## src/rtl/wcc_pkg.sv

```systemverilog
package wcc_pkg;

  typedef enum logic [1:0] {
    RD_NONE = 2'd0,
    RD_LO   = 2'd1,
    RD_HI   = 2'd2
  } rd_kind_e;

  typedef struct packed {
    rd_kind_e kind;
    logic     cy_wr;
  } rd_req_t;

  localparam int unsigned MOD_W = 3;

  localparam logic [1:0] SEL_LO = 2'b00;
  localparam logic [1:0] SEL_HI = 2'b01;

  // Map a modifier field onto a read request.
  function automatic rd_req_t decode_mod(input logic [MOD_W-1:0] m);
    rd_req_t r;
    r.kind  = RD_NONE;
    r.cy_wr = 1'b0;
    if (m[1:0] == SEL_LO && !m[2]) begin
      r.kind = RD_LO;
    end else if (m[1:0] == SEL_HI) begin
      r.kind  = RD_HI;
      r.cy_wr = m[2];
    end
    return r;
  endfunction

endpackage

```

## src/rtl/wcc_count.sv

```systemverilog
module wcc_count #(
  parameter int unsigned CNT_W = 64,
  parameter int unsigned SEG_W = 16
) (
  input  logic             clk,
  input  logic             rst_n,
  output logic [CNT_W-1:0] cnt,
  output logic             lo_wrap
);
  localparam int unsigned NSEG   = CNT_W / SEG_W;
  localparam int unsigned HALF_W = CNT_W / 2;

  logic [NSEG:0] carry;
  assign carry[0] = 1'b1;

  // Segmented incrementer: each slice advances when every slice below is all ones.
  for (genvar g = 0; g < NSEG; g++) begin : g_seg
    logic [SEG_W-1:0] seg_q;

    assign carry[g+1] = carry[g] & (&seg_q);

    always_ff @(posedge clk or negedge rst_n) begin
      if (!rst_n) begin
        seg_q <= '0;
      end else begin
        seg_q <= seg_q + {{(SEG_W-1){1'b0}}, carry[g]};
      end
    end

    assign cnt[g*SEG_W +: SEG_W] = seg_q;
  end

  // The low half rolls over on the next edge.
  assign lo_wrap = &cnt[HALF_W-1:0];

endmodule

```

## src/rtl/wcc_wrap_flag.sv

```systemverilog
module wcc_wrap_flag (
  input  logic clk,
  input  logic rst_n,
  input  logic lo_wrap,
  input  logic lo_clr,
  output logic flag
);
  // A wrap takes priority over a clear on the same edge.
  always_ff @(posedge clk or negedge rst_n) begin
    if (!rst_n) begin
      flag <= 1'b0;
    end else if (lo_wrap) begin
      flag <= 1'b1;
    end else if (lo_clr) begin
      flag <= 1'b0;
    end
  end
endmodule

```

## src/rtl/wcc_read_port.sv

```systemverilog
module wcc_read_port
  import wcc_pkg::*;
#(
  parameter int unsigned CNT_W = 64
) (
  input  logic                 clk,
  input  logic                 rst_n,
  input  logic                 stb,
  input  rd_req_t              req,
  input  logic [CNT_W-1:0]     cnt,
  input  logic                 flag,
  output logic [CNT_W/2-1:0]   rd_data,
  output logic                 cy_out,
  output logic                 cy_we
);
  localparam int unsigned HALF_W = CNT_W / 2;

  logic hi_cy;
  assign hi_cy = stb && (req.kind == RD_HI) && req.cy_wr;

  always_ff @(posedge clk or negedge rst_n) begin
    if (!rst_n) begin
      rd_data <= '0;
      cy_out  <= 1'b0;
      cy_we   <= 1'b0;
    end else begin
      cy_we <= hi_cy;
      if (hi_cy) begin
        cy_out <= flag;
      end
      if (stb) begin
        case (req.kind)
          RD_LO:   rd_data <= cnt[HALF_W-1:0];
          RD_HI:   rd_data <= cnt[CNT_W-1:HALF_W];
          default: rd_data <= rd_data;
        endcase
      end
    end
  end
endmodule

```

## src/rtl/wide_cycle_counter.sv

```systemverilog
module wide_cycle_counter
  import wcc_pkg::*;
#(
  parameter int unsigned CNT_W = 64,
  parameter int unsigned SEG_W = 16
) (
  input  logic               clk,
  input  logic               rst_n,
  input  logic               rd_stb,
  input  logic [2:0]         rd_mod,
  output logic [CNT_W/2-1:0] rd_data,
  output logic               cy_out,
  output logic               cy_we
);
  logic [CNT_W-1:0] cnt_q;
  logic             lo_wrap;
  logic             flag_q;
  rd_req_t          req;
  logic             lo_clr;

  assign req    = decode_mod(rd_mod);
  assign lo_clr = rd_stb && (req.kind == RD_LO);

  wcc_count #(.CNT_W(CNT_W), .SEG_W(SEG_W)) u_count (
    .clk     (clk),
    .rst_n   (rst_n),
    .cnt     (cnt_q),
    .lo_wrap (lo_wrap)
  );

  wcc_wrap_flag u_flag (
    .clk     (clk),
    .rst_n   (rst_n),
    .lo_wrap (lo_wrap),
    .lo_clr  (lo_clr),
    .flag    (flag_q)
  );

  wcc_read_port #(.CNT_W(CNT_W)) u_port (
    .clk     (clk),
    .rst_n   (rst_n),
    .stb     (rd_stb),
    .req     (req),
    .cnt     (cnt_q),
    .flag    (flag_q),
    .rd_data (rd_data),
    .cy_out  (cy_out),
    .cy_we   (cy_we)
  );
endmodule

```

## config.mk

```make
export PLATFORM = sky130hd
export DESIGN_NAME = wide_cycle_counter
export DESIGN_NICKNAME = d
export VERILOG_FILES = /design/src/rtl/wcc_pkg.sv /design/src/rtl/wcc_count.sv /design/src/rtl/wcc_wrap_flag.sv /design/src/rtl/wcc_read_port.sv /design/src/rtl/wide_cycle_counter.sv
export SDC_FILE = /design/constraint.sdc
export NUM_CORES = 1
export LEC_CHECK = 0
export BUFFER_PORTS_ARGS = -buffer_cell sky130_fd_sc_hd__buf_2
export CAP_MARGIN = 30
export CORE_AREA = 2 2 107 109
export DETAILED_ROUTE_END_ITERATION = 10
export DIE_AREA = 0 0 109 111
export HOLD_SLACK_MARGIN = 0.02
export REMOVE_ABC_BUFFERS = 1
export SLEW_MARGIN = 30
export SYNTH_ARGS = -nofsm -noshare
export SYNTH_HDL_FRONTEND = slang
export SYNTH_HIERARCHICAL = 1
export SYNTH_SLANG_ARGS = --single-unit
```

## constraint.sdc

```tcl
create_clock -name clk -period 2.1 [get_ports clk]
set_input_delay 0.315 -clock clk [delete_from_list [all_inputs] [get_ports clk]]
set_output_delay 0.315 -clock clk [all_outputs]
set_load 0.05 [all_outputs]
```

-- Yosys cells after proc, flatten, opt, wreduce, memory -nomap -nowiden
Index checks and enable logic that the tools add are counted.
Widths: inputs -> output; s select.
- $mul: 0
- bitwise gates (word level): 2
- order comparisons: 0
- reductions and logical operators: 13
- $add $sub $neg: 4
- divide/modulo/power cells: 0
- equality and inequality tests: 3
- mux-type cells: 6
- shift-type cells: 0
- operator list (kind ; count):
    $pmux 32 s2 ; 1
    $add 16x1->16 ; 3
    $reduce_and 16->1 ; 3
    $reduce_and 32->1 ; 1
    $add 16x1->16 const B ; 1
    $eq 2x1->1 const B ; 2
    $logic_and 1x1->1 ; 4
    $reduce_bool 2->1 ; 2
    $mux 1 ; 3
    $mux 3 ; 1
    $and 1x1->1 ; 2
    $eq 2x2->1 const B ; 1
    $logic_not 2->1 ; 1
    $mux 2 ; 1
    $reduce_and 2->1 ; 1
    $logic_not 1->1 ; 1
- memories: 0
- latch bits: 0
- output and inout port bits: 34
- memory bits (read-only): 0
- flip-flop bits (word level): 99
- bits in writable memories: 0
- input bits: 6

-- Logic depth before layout (Yosys ltp)
Gate-level depths: netlist (run 1).
- word-level depth: 7
- mapped depth: 10
- depth with buffers taken out: 9

-- Cells and area by module
The synthesis (run 1) kept the hierarchy.
- modules (own cells, without submodules) (module ; cells each ; sequential area each (µm²) ; area an instance (µm²) ; instances):
    wcc_count ; 241 ; 1601.5 ; 2842.7 ; 1
    wcc_read_port ; 111 ; 850.8 ; 1913.1 ; 1
    wcc_wrap_flag ; 3 ; 25.0 ; 36.3 ; 1
    wide_cycle_counter ; 4 ; 0.0 ; 36.3 ; 1

-- Worst setup path after synthesis (run 1)
No wires, ideal clock.
- path kind: reg2reg
- start point: reg u_count.g_seg[0].seg_q[0]
- end point: reg u_count.g_seg[3].seg_q[14]
- stages on the path, launching flop included: 11
- arrival time: 2269 ps
- required time: 2021 ps
- path slack: -248 ps
- cells stage by stage: dfrtp_1 -> ha_1 -> clkbuf_1 -> nand3_1 -> nor4_4 -> and4_1 -> ha_1 -> ha_1 -> nand3_1 -> nor4_1 -> xor2_1
- word-level cells in the longest chain between the ends: 4
- ends and longest elaborated chain (item ; RTL line ; text):
    start: declaration ; wcc_count.sv:18 ; logic [SEG_W-1:0] seg_q;
    start signal: assignment ; wcc_count.sv:26 ; seg_q <= seg_q + {{(SEG_W-1){1'b0}}, carry[g]};
    $reduce_and 16->1 ; wcc_count.sv:20 ; assign carry[g+1] = carry[g] & (&seg_q);
    $and 1x1->1 (2 in a row) ; wcc_count.sv:20 ;
    $add 16x1->16 ; wcc_count.sv:26 ;
    end signal: assignment ; wcc_count.sv:26 ;
    end: declaration ; wcc_count.sv:18 ;
No other way between the ends.
A chain may end at the register's enable or synchronous reset.

-- Worst setup path after layout (run 1)
- start point: reg u_count.g_seg[0].seg_q[12]
- end point: reg u_count.g_seg[2].seg_q[8]
- word-level cells in the longest chain between the ends: 3
- ends and longest elaborated chain (item ; RTL line):
    $reduce_and 16->1 ; wcc_count.sv:20
    $and 1x1->1 ; wcc_count.sv:20
    $add 16x1->16 ; wcc_count.sv:26
    end signal: assignment ; wcc_count.sv:26
    end: declaration ; wcc_count.sv:18
No other way between the ends.

==> reports/qor.log, run 1 <==
INFO  logic_synthesis yosys_warnings=6
INFO  run            drv_cap=0
INFO  route          vias=3184
INFO  timing         worst_slack=-28.41ps
INFO  timing         timing.final.crit_period=2128ps
INFO  critical_path  worstPathMaxFanout=5
INFO  critical_path  worst_ep_arrival_time=2400ps
INFO  grt            global_route.usage.met2=30.48%
INFO  power_and_ir_drop p_leak=3.401nW
INFO  final_layout   mostFrequentLayoutCell=dfrtp_1
INFO  timing         measured_slew_at_the_worst_slew_check_pin=586.2ps
INFO  cts            cts_tree=yes
INFO  critical_path  worst_setup_path_start_kind=flop
INFO  timing         number_of_setup_violations_in_the_final_report=2
INFO  grt            grt_first_pass_wirelength=17030um
INFO  grt            global_routing_usage_on_met3=5.350%
INFO  logic_synthesis synth.area.top_cells=dfrtp_1, mux2_4, xor2_1, xnor2_1, ha_1
INFO  critical_path  startpoint=u_count/g_seg[0].seg_q[12]
INFO  critical_path  cp_data_required_time=2370ps
INFO  run_status     violations=setup timing
INFO  route          dr.first_iter.drc_count=97
INFO  timing         timing.final.crit_share=101.4%
INFO  route          antenna_left=0
INFO  final_layout   antenna_cells=0
INFO  grt            grt.busiest_layer=met2
INFO  cts            clock_latency=350ps
INFO  final_layout   drive_above_1_share=51.56%
INFO  logic_synthesis post_synth_inst_count=359
INFO  route          drt-wirelength-per-cell=16.99um
INFO  floorplan      initial_utilization=43.59%
INFO  floorplan      placeableCoreArea=0.01108mm^2
INFO  floorplan      rows=39
INFO  floorplan      chipWidth=109um
INFO  timing         worst_rel_slew_slack=60.81%
INFO  logic_synthesis syn_area_per_cell=13.45um^2
INFO  final_layout   final-instance-count-excl-fill=624
INFO  logic_synthesis postSynthRegisterBits=99
INFO  cts            root_buffer=clkbuf_16
INFO  placed_design  place.detailed.hpwl=6882um
INFO  cts            clock-sinks=99
INFO  cts            h-tree-depth=3
INFO  grt            maximum_number_of_pins_on_one_net_before_global_route_repair=42
INFO  run_status     status=finished with violations
INFO  critical_path  setup.worst_path.class=reg -> reg
INFO  timing         worst_clock_skew=5.526ps
INFO  route          post_drt_via_cell_ratio=5.103
INFO  route          routed_wirelength=10600um
INFO  grt            grt_pass1_vias=3361
INFO  logic_synthesis biggest_area_consumer_among_synthesized_cells=dfrtp_1
INFO  hold_path      hold_path.class=in -> reg
INFO  logic_synthesis post_syn_area=0.004828mm^2
INFO  placed_design  number_of_placed_cells_counting_well_taps=599
INFO  final_layout   area_growth_syn_to_layout=34.15%
INFO  final_layout   final_cell_mix=dfrtp_1, buf_4, mux2_4
INFO  timing         final_max_slew_viol_count=0
INFO  route          drt_pass1_iterations=4
INFO  logic_synthesis seq_area_frac_synth=51.31%
INFO  cts            num_cts_buffers=9
INFO  timing         highest_clock_frequency_the_design_can_meet=469.8MHz
INFO  power_and_ir_drop total_power=3.894mW
INFO  grt            antenna_found_initial=0
INFO  power_and_ir_drop irDropWorstVdd=0.4457mV
INFO  critical_path  setup.worst_path.end_class=flop
INFO  floorplan      die-height=111um
INFO  logic_synthesis yosys.area.top_type_share=51.31%
INFO  logic_synthesis post_synth_cell_types=30
INFO  route          detail_route.drc_violations=0
INFO  critical_path  timing.rr.start=u_count/g_seg[0].seg_q[12]
INFO  placed_design  portBuffers=39
INFO  timing         rsz_0062_raised_after_global_routing=yes
INFO  floorplan      fp.dieArea=0.01210mm^2
INFO  floorplan      io-pin-count=40
INFO  timing         totalNegativeSetupSlack=-51.74ps
INFO  hold_path      holdCritStartpoint=rd_stb
INFO  final_layout   fin_nets=491
INFO  grt            total_grt_usage=18.25%
INFO  cts            path_clk_slew=70ps
INFO  placed_design  finalWeightedCongestion=0.8097
INFO  cts            clk_path_buf_depth=2
INFO  timing         hold_viol_final=0
INFO  power_and_ir_drop p_per_area=601.2mW/mm^2
INFO  grt            use_met1=23.28%
INFO  grt            gr-total-overflow=0
## worst paths after layout
kind,endpoint,slack [ps],cells past startpoint
max in group asynchronous,u_count/g_seg[0].seg_q[7],1230,3
setup / recovery,u_count/g_seg[2].seg_q[8],-30,10
setup reg to reg,u_count/g_seg[2].seg_q[8],-30,10
min in group asynchronous,u_port/rd_data[21],310,2
hold reg to reg,u_count/g_seg[3].seg_q[15],480,1
hold / removal,u_port/cy_we,280,2
## kinds of logic after synthesis
family,count (synthesis),synth area share (%)
AOI/OAI and AO/OA,1,0.1555
xor gates and xnor gates,56,10.16
adders and majority gates,8,2.073
buffers and inverters,21,2.746
DFF,99,51.31
muxes,65,19.67
and+or+nand+nor,109,13.89
## sequential cells by signal (all words and copies together) (netlist names)
| signal | flops |
|---|---|
| u_count/g_seg.seg_q | 64 |
| u_flag/flag | 1 |
| u_port/cy_out | 1 |
| u_port/cy_we | 1 |
| u_port/rd_data | 32 |
## cell usage after synthesis
cell,instances
dfrtp_1,99
and4_1,2
ha_1,8
nor4_1,13
xnor2_1,20
nand3_1,20
nor4b_2,1
nor2b_1,2
and2_1,2
nand4_4,3
buf_8,3
xor2_1,36
mux2_4,58
nor3_1,16
buf_6,1
buf_4,3
inv_1,12
nand2_1,16
nand4_1,15
and3_1,1
and4_2,1
nor4_4,1
and3b_2,1
nand3_2,2
nor2_1,11
a21o_1,1
clkbuf_1,1
mux2_2,7
nor4_2,2
clkbuf_2,1
## timing repair
action | 4_1_cts | 5_1_grt
setup buffers | 3 | 6
hold buffers | 1 | 0
setup endpoints to repair | 24 | 35
resized for setup | 23 | 56
pin swaps | 6 | 23
cloned | 0 | 0
endpoints found under the hold margin | 44 | 0
## per-stage QoR
step	hold slack [ps]	cell area, um^2	utilization, %	setup slack (ps)
final	279.0	6477	58.48	-28.41
after global routing	281.1	6477	58.48	-175.3
after CTS	269.3	6128	55.33	-0.5227
after detailed placement	131.0	5668	51.17	-172.6
after global placement	129.9	5668	51.17	-63.40
after floorplan	19.41	4741	-	-1501
## where the power goes
part	internal (mW)	total (mW)	switching (mW)	leakage (nW)
Combinational	0.0992	0.286	0.187	1.90
Clock	0.950	1.67	0.715	0.142
Sequential	1.93	1.94	0.0130	1.36
## worst max-delay path, stage by stage, from the launching register on
cell     delay (ps)
dfrtp_1         340
nand4_1         180
nor4_4          360
buf_4           160
and2_4          150
ha_4            150
ha_4            150
nand3_4         140
buf_6           170
nor2_4          110
xnor2_2         130
## metal layers
| metal | up-vias | routed length (um) | share of wire (%) |
|---|---|---|---|
| met2 | 33 | 5574 | 53 |
| met1 | 1634 | 4607 | 43 |
| li1 | 1505 | - | - |
| met5 | - | 0 | 0 |
| met4 | 0 | 144 | 1.4 |
| met3 | 12 | 276 | 2.6 |
## area by class of cell
| class | instances | area [um^2] |
|---|---|---|
| Clock buffer | 11 | 242.7 |
| Fill cell | 897 | 4599 |
| Sequential cell | 99 | 2477 |
| Inverter | 12 | 45.04 |
| Multi-Input combinational cell | 239 | 2633 |
| Timing Repair Buffer | 116 | 849.6 |
| Tap cell | 143 | 178.9 |
| Clock inverter | 4 | 51.30 |
No activity file was read; power rests on OpenSTA's default activity.
==> run 2, diff against run 1 <==
--- a/config.mk
+++ b/config.mk
@@ -7,10 +7,11 @@
 export LEC_CHECK = 0
 export BUFFER_PORTS_ARGS = -buffer_cell sky130_fd_sc_hd__buf_2
 export CAP_MARGIN = 30
-export CORE_AREA = 2 2 107 109
+export CORE_AREA = 2 2 98 100
 export DETAILED_ROUTE_END_ITERATION = 10
-export DIE_AREA = 0 0 109 111
+export DIE_AREA = 0 0 100 102
 export HOLD_SLACK_MARGIN = 0.02
+export PLACE_DENSITY = 0.75
 export REMOVE_ABC_BUFFERS = 1
 export SLEW_MARGIN = 30
 export SYNTH_ARGS = -nofsm -noshare
==> reports/qor.log, run 2 (synthesized netlist as in run 1, its figures left out) <==
INFO  timing         totalNegativeSetupSlack=-2021ps
INFO  timing         worst_slack=-171.8ps
INFO  timing         final_max_slew_viol_count=0
INFO  power_and_ir_drop irDropWorstVdd=0.3548mV
INFO  final_layout   fin_nets=488
INFO  hold_path      holdCritStartpoint=rd_stb
INFO  timing         worst_rel_slew_slack=55.08%
INFO  critical_path  r2r_setup_slack=-170ps
INFO  grt            antenna_found_initial=0
INFO  route          antenna_left=0
INFO  final_layout   layout_top_registers=u_count/g_seg.seg_q x64, u_port/rd_data x32
INFO  critical_path  worst_setup_path_start_kind=flop
INFO  grt            maximum_number_of_pins_on_one_net_before_global_route_repair=53
INFO  route          drt-wirelength-per-cell=19.05um
INFO  final_layout   largest-register=u_count/g_seg.seg_q
INFO  hold_path      hold_path.class=in -> reg
INFO  timing         rsz_0062_raised_after_global_routing=yes
INFO  floorplan      placeableCoreArea=0.009109mm^2
INFO  final_layout   largest_reg_flops=64
INFO  critical_path  critical-path-max-stage-delay=410ps
INFO  power_and_ir_drop switchingPower=854.6uW
INFO  final_layout   n_fill_cell=597
INFO  critical_path  setup.worst_path.end_class=flop
INFO  timing         timing.final.crit_share=108.2%
INFO  final_layout   drive_above_1_share=51.67%
INFO  timing         hold_viol_final=0
INFO  timing         measured_slew_at_the_worst_slew_check_pin=673.8ps
INFO  timing         highest_clock_frequency_the_design_can_meet=440.2MHz
INFO  final_layout   area_growth_syn_to_layout=30.89%
INFO  placed_design  detailedPlace.worstSlack=-178.9ps
INFO  power_and_ir_drop internal_power=2.451mW
INFO  route          detail_route.drc_violations=0
INFO  floorplan      fp.dieArea=0.01020mm^2
INFO  floorplan      initial_utilization=53.01%
INFO  timing         timing.final.crit_period=2272ps
INFO  cts            clock_latency=360ps
INFO  final_layout   final_cell_mix=dfrtp_1, buf_4, mux2_4
INFO  floorplan      chipWidth=100um
INFO  timing         number_of_setup_violations_in_the_final_report=24
INFO  power_and_ir_drop sw_frac_of_total=25.85%
INFO  cts            path_clk_slew=90ps
INFO  critical_path  crit_path_top_delay_cell=nor4_4
INFO  placed_design  finalWeightedCongestion=0.8227
INFO  power_and_ir_drop p_per_area=523.1mW/mm^2
INFO  critical_path  worst_path_dominant_cell_family=simple AND/OR/NAND/NOR gates
INFO  route          post_drt_via_cell_ratio=5.560
INFO  timing         worst_clock_skew=12.93ps
INFO  critical_path  worstPathMaxFanout=5
INFO  hold_path      worstHoldPathCells=2
INFO  final_layout   mostFrequentLayoutCell=dfrtp_1
INFO  cts            cts_tree=yes
INFO  cts            clk_path_buf_depth=2
INFO  grt            grt_first_pass_wirelength=16330um
INFO  power_and_ir_drop combinationalPowerShare=8.8%
INFO  floorplan      die-height=102um
INFO  hold_path      min_delay_worst_endpoint=u_port/cy_we
INFO  power_and_ir_drop p_leak=3.379nW
INFO  critical_path  ordered_cell_list_for_the_critical_path=nand4_1, nor4_4, and4_4, ha_4, nand4_1, buf_6, nor4_4, xor2_1
INFO  cts            root_buffer=clkbuf_8
INFO  placed_design  placed_cell_area=0.005625mm^2
INFO  power_and_ir_drop power_frac_seq=58.7%
INFO  critical_path  worst_ep_arrival_time=2560ps
INFO  grt            grt_pass1_vias=3349
INFO  route          dr.first_iter.drc_count=146
INFO  final_layout   final_core_utilization=69.38%
INFO  critical_path  cp_data_required_time=2380ps
INFO  critical_path  worst_reg2reg_path_length_in_cells=8
INFO  run_status     violations=setup timing
INFO  run_status     status=finished with violations
INFO  run            drv_cap=0
INFO  cts            clock-sinks=99
INFO  critical_path  setup.worst_path.class=reg -> reg
INFO  route          drt_pass1_iterations=4
INFO  placed_design  portBuffers=39
INFO  grt            total_grt_usage=20.54%
INFO  placed_design  place.detailed.hpwl=6973um
INFO  power_and_ir_drop total_power=3.306mW
INFO  power_and_ir_drop power_frac_clock=32.5%
INFO  critical_path  regToRegEndpoint=u_count/g_seg[3].seg_q[13]
INFO  route          vias=3275
INFO  grt            gr-total-overflow=0
INFO  cts            num_cts_buffers=9
INFO  critical_path  worst-path-buf-inv=1
INFO  floorplan      rows=35
INFO  final_layout   stdcell_area=0.006320mm^2
INFO  critical_path  timing.rr.start=u_count/g_seg[1].seg_q[13]
INFO  floorplan      io-pin-count=40
INFO  route          routed_wirelength=11220um
INFO  cts            h-tree-depth=3
INFO  final_layout   antenna_cells=0
-- run 2: changes by cell type in the layout (fill, tap and decap cells not counted), sizes merged --
cell    change
buf         -3
clkinv      +2
clkbuf      -1
bufinv      -1
-- run 2: per-layer routing --
metal | track usage, % | up-vias | wire length, um
met1 | 25.41 | 1705 | 4784
met4 | 6.112 | 0 | 224
li1 | - | 1494 | -
met2 | 36.80 | 57 | 5907
met5 | 0 | - | 0
met3 | 3.967 | 19 | 302
-- run 2: worst reg2reg max path, stage by stage (launching register included) --
cell and delay, ps:
dfrtp_1 390, nand4_1 260, nor4_4 410, and4_4 300, ha_4 160, nand4_1 110, buf_6 170, nor4_4 230
xor2_1 180
-- run 2: worst max-delay path by stage --
stage / start / to / slack, ps / depth (start not counted)
finish: u_count/g_seg[1].seg_q[13] / u_count/g_seg[3].seg_q[13] / -170 / 8
global route: u_count/g_seg[1].seg_q[12] / u_count/g_seg[2].seg_q[15] / -240 / 7
CTS: u_count/g_seg[0].seg_q[12] / u_count/g_seg[3].seg_q[8] / -6 / 9
detailed placement: u_count/g_seg[1].seg_q[9] / u_count/g_seg[3].seg_q[14] / -180 / 8
global placement: u_count/g_seg[1].seg_q[10] / u_count/g_seg[3].seg_q[14] / -80 / 8
floorplan: rd_mod[0] / u_port/rd_data[24] / -1500 / 5
-- run 2: repair_timing --
| item | 4_1_cts | 5_1_grt |
|---|---|---|
| setup endpoints to repair | 28 | 33 |
| setup buffers | 5 | 4 |
| hold endpoints to repair | 50 | 0 |
| resized for setup | 20 | 63 |
| pin swaps | 7 | 34 |
| hold buffers | 1 | 0 |
-- run 2: metrics by stage --
| step | hold WS (ps) | std cells |
|---|---|---|
| CTS | 256.4 | 586 |
| finish | 275.3 | 589 |
| global route | 274.0 | 589 |
| detailed placement | 394.9 | 565 |
| global placement | 387.3 | 565 |
| floorplan | 19.41 | 350 |
-- run 2: area by class of cell --
| cell class | count | area (um^2) | area share, % |
|---|---|---|---|
| multi-input combinational | 239 | 2664 | 42.15 |
| sequential | 99 | 2477 | 39.20 |
| timing repair buffer | 113 | 835.8 | 13.23 |
| tap | 111 | 138.9 | 2.198 |
| clock buffer | 10 | 127.6 | 2.019 |
| inverter | 12 | 45.04 | 0.7127 |
| clock inverter | 5 | 31.28 | 0.4950 |
-- run 2: power by group through the flow --
stage          registers [mW]  clock network (mW)  logic, mW
2_1_floorplan            2.06                   0      0.105
3_3_place_gp             1.98                   0      0.287
3_5_place_dp             1.98                   0      0.291
4_1_cts                  1.94                1.08      0.293
5_1_grt                  1.94                1.17      0.308
6_report                 1.94                1.08      0.289
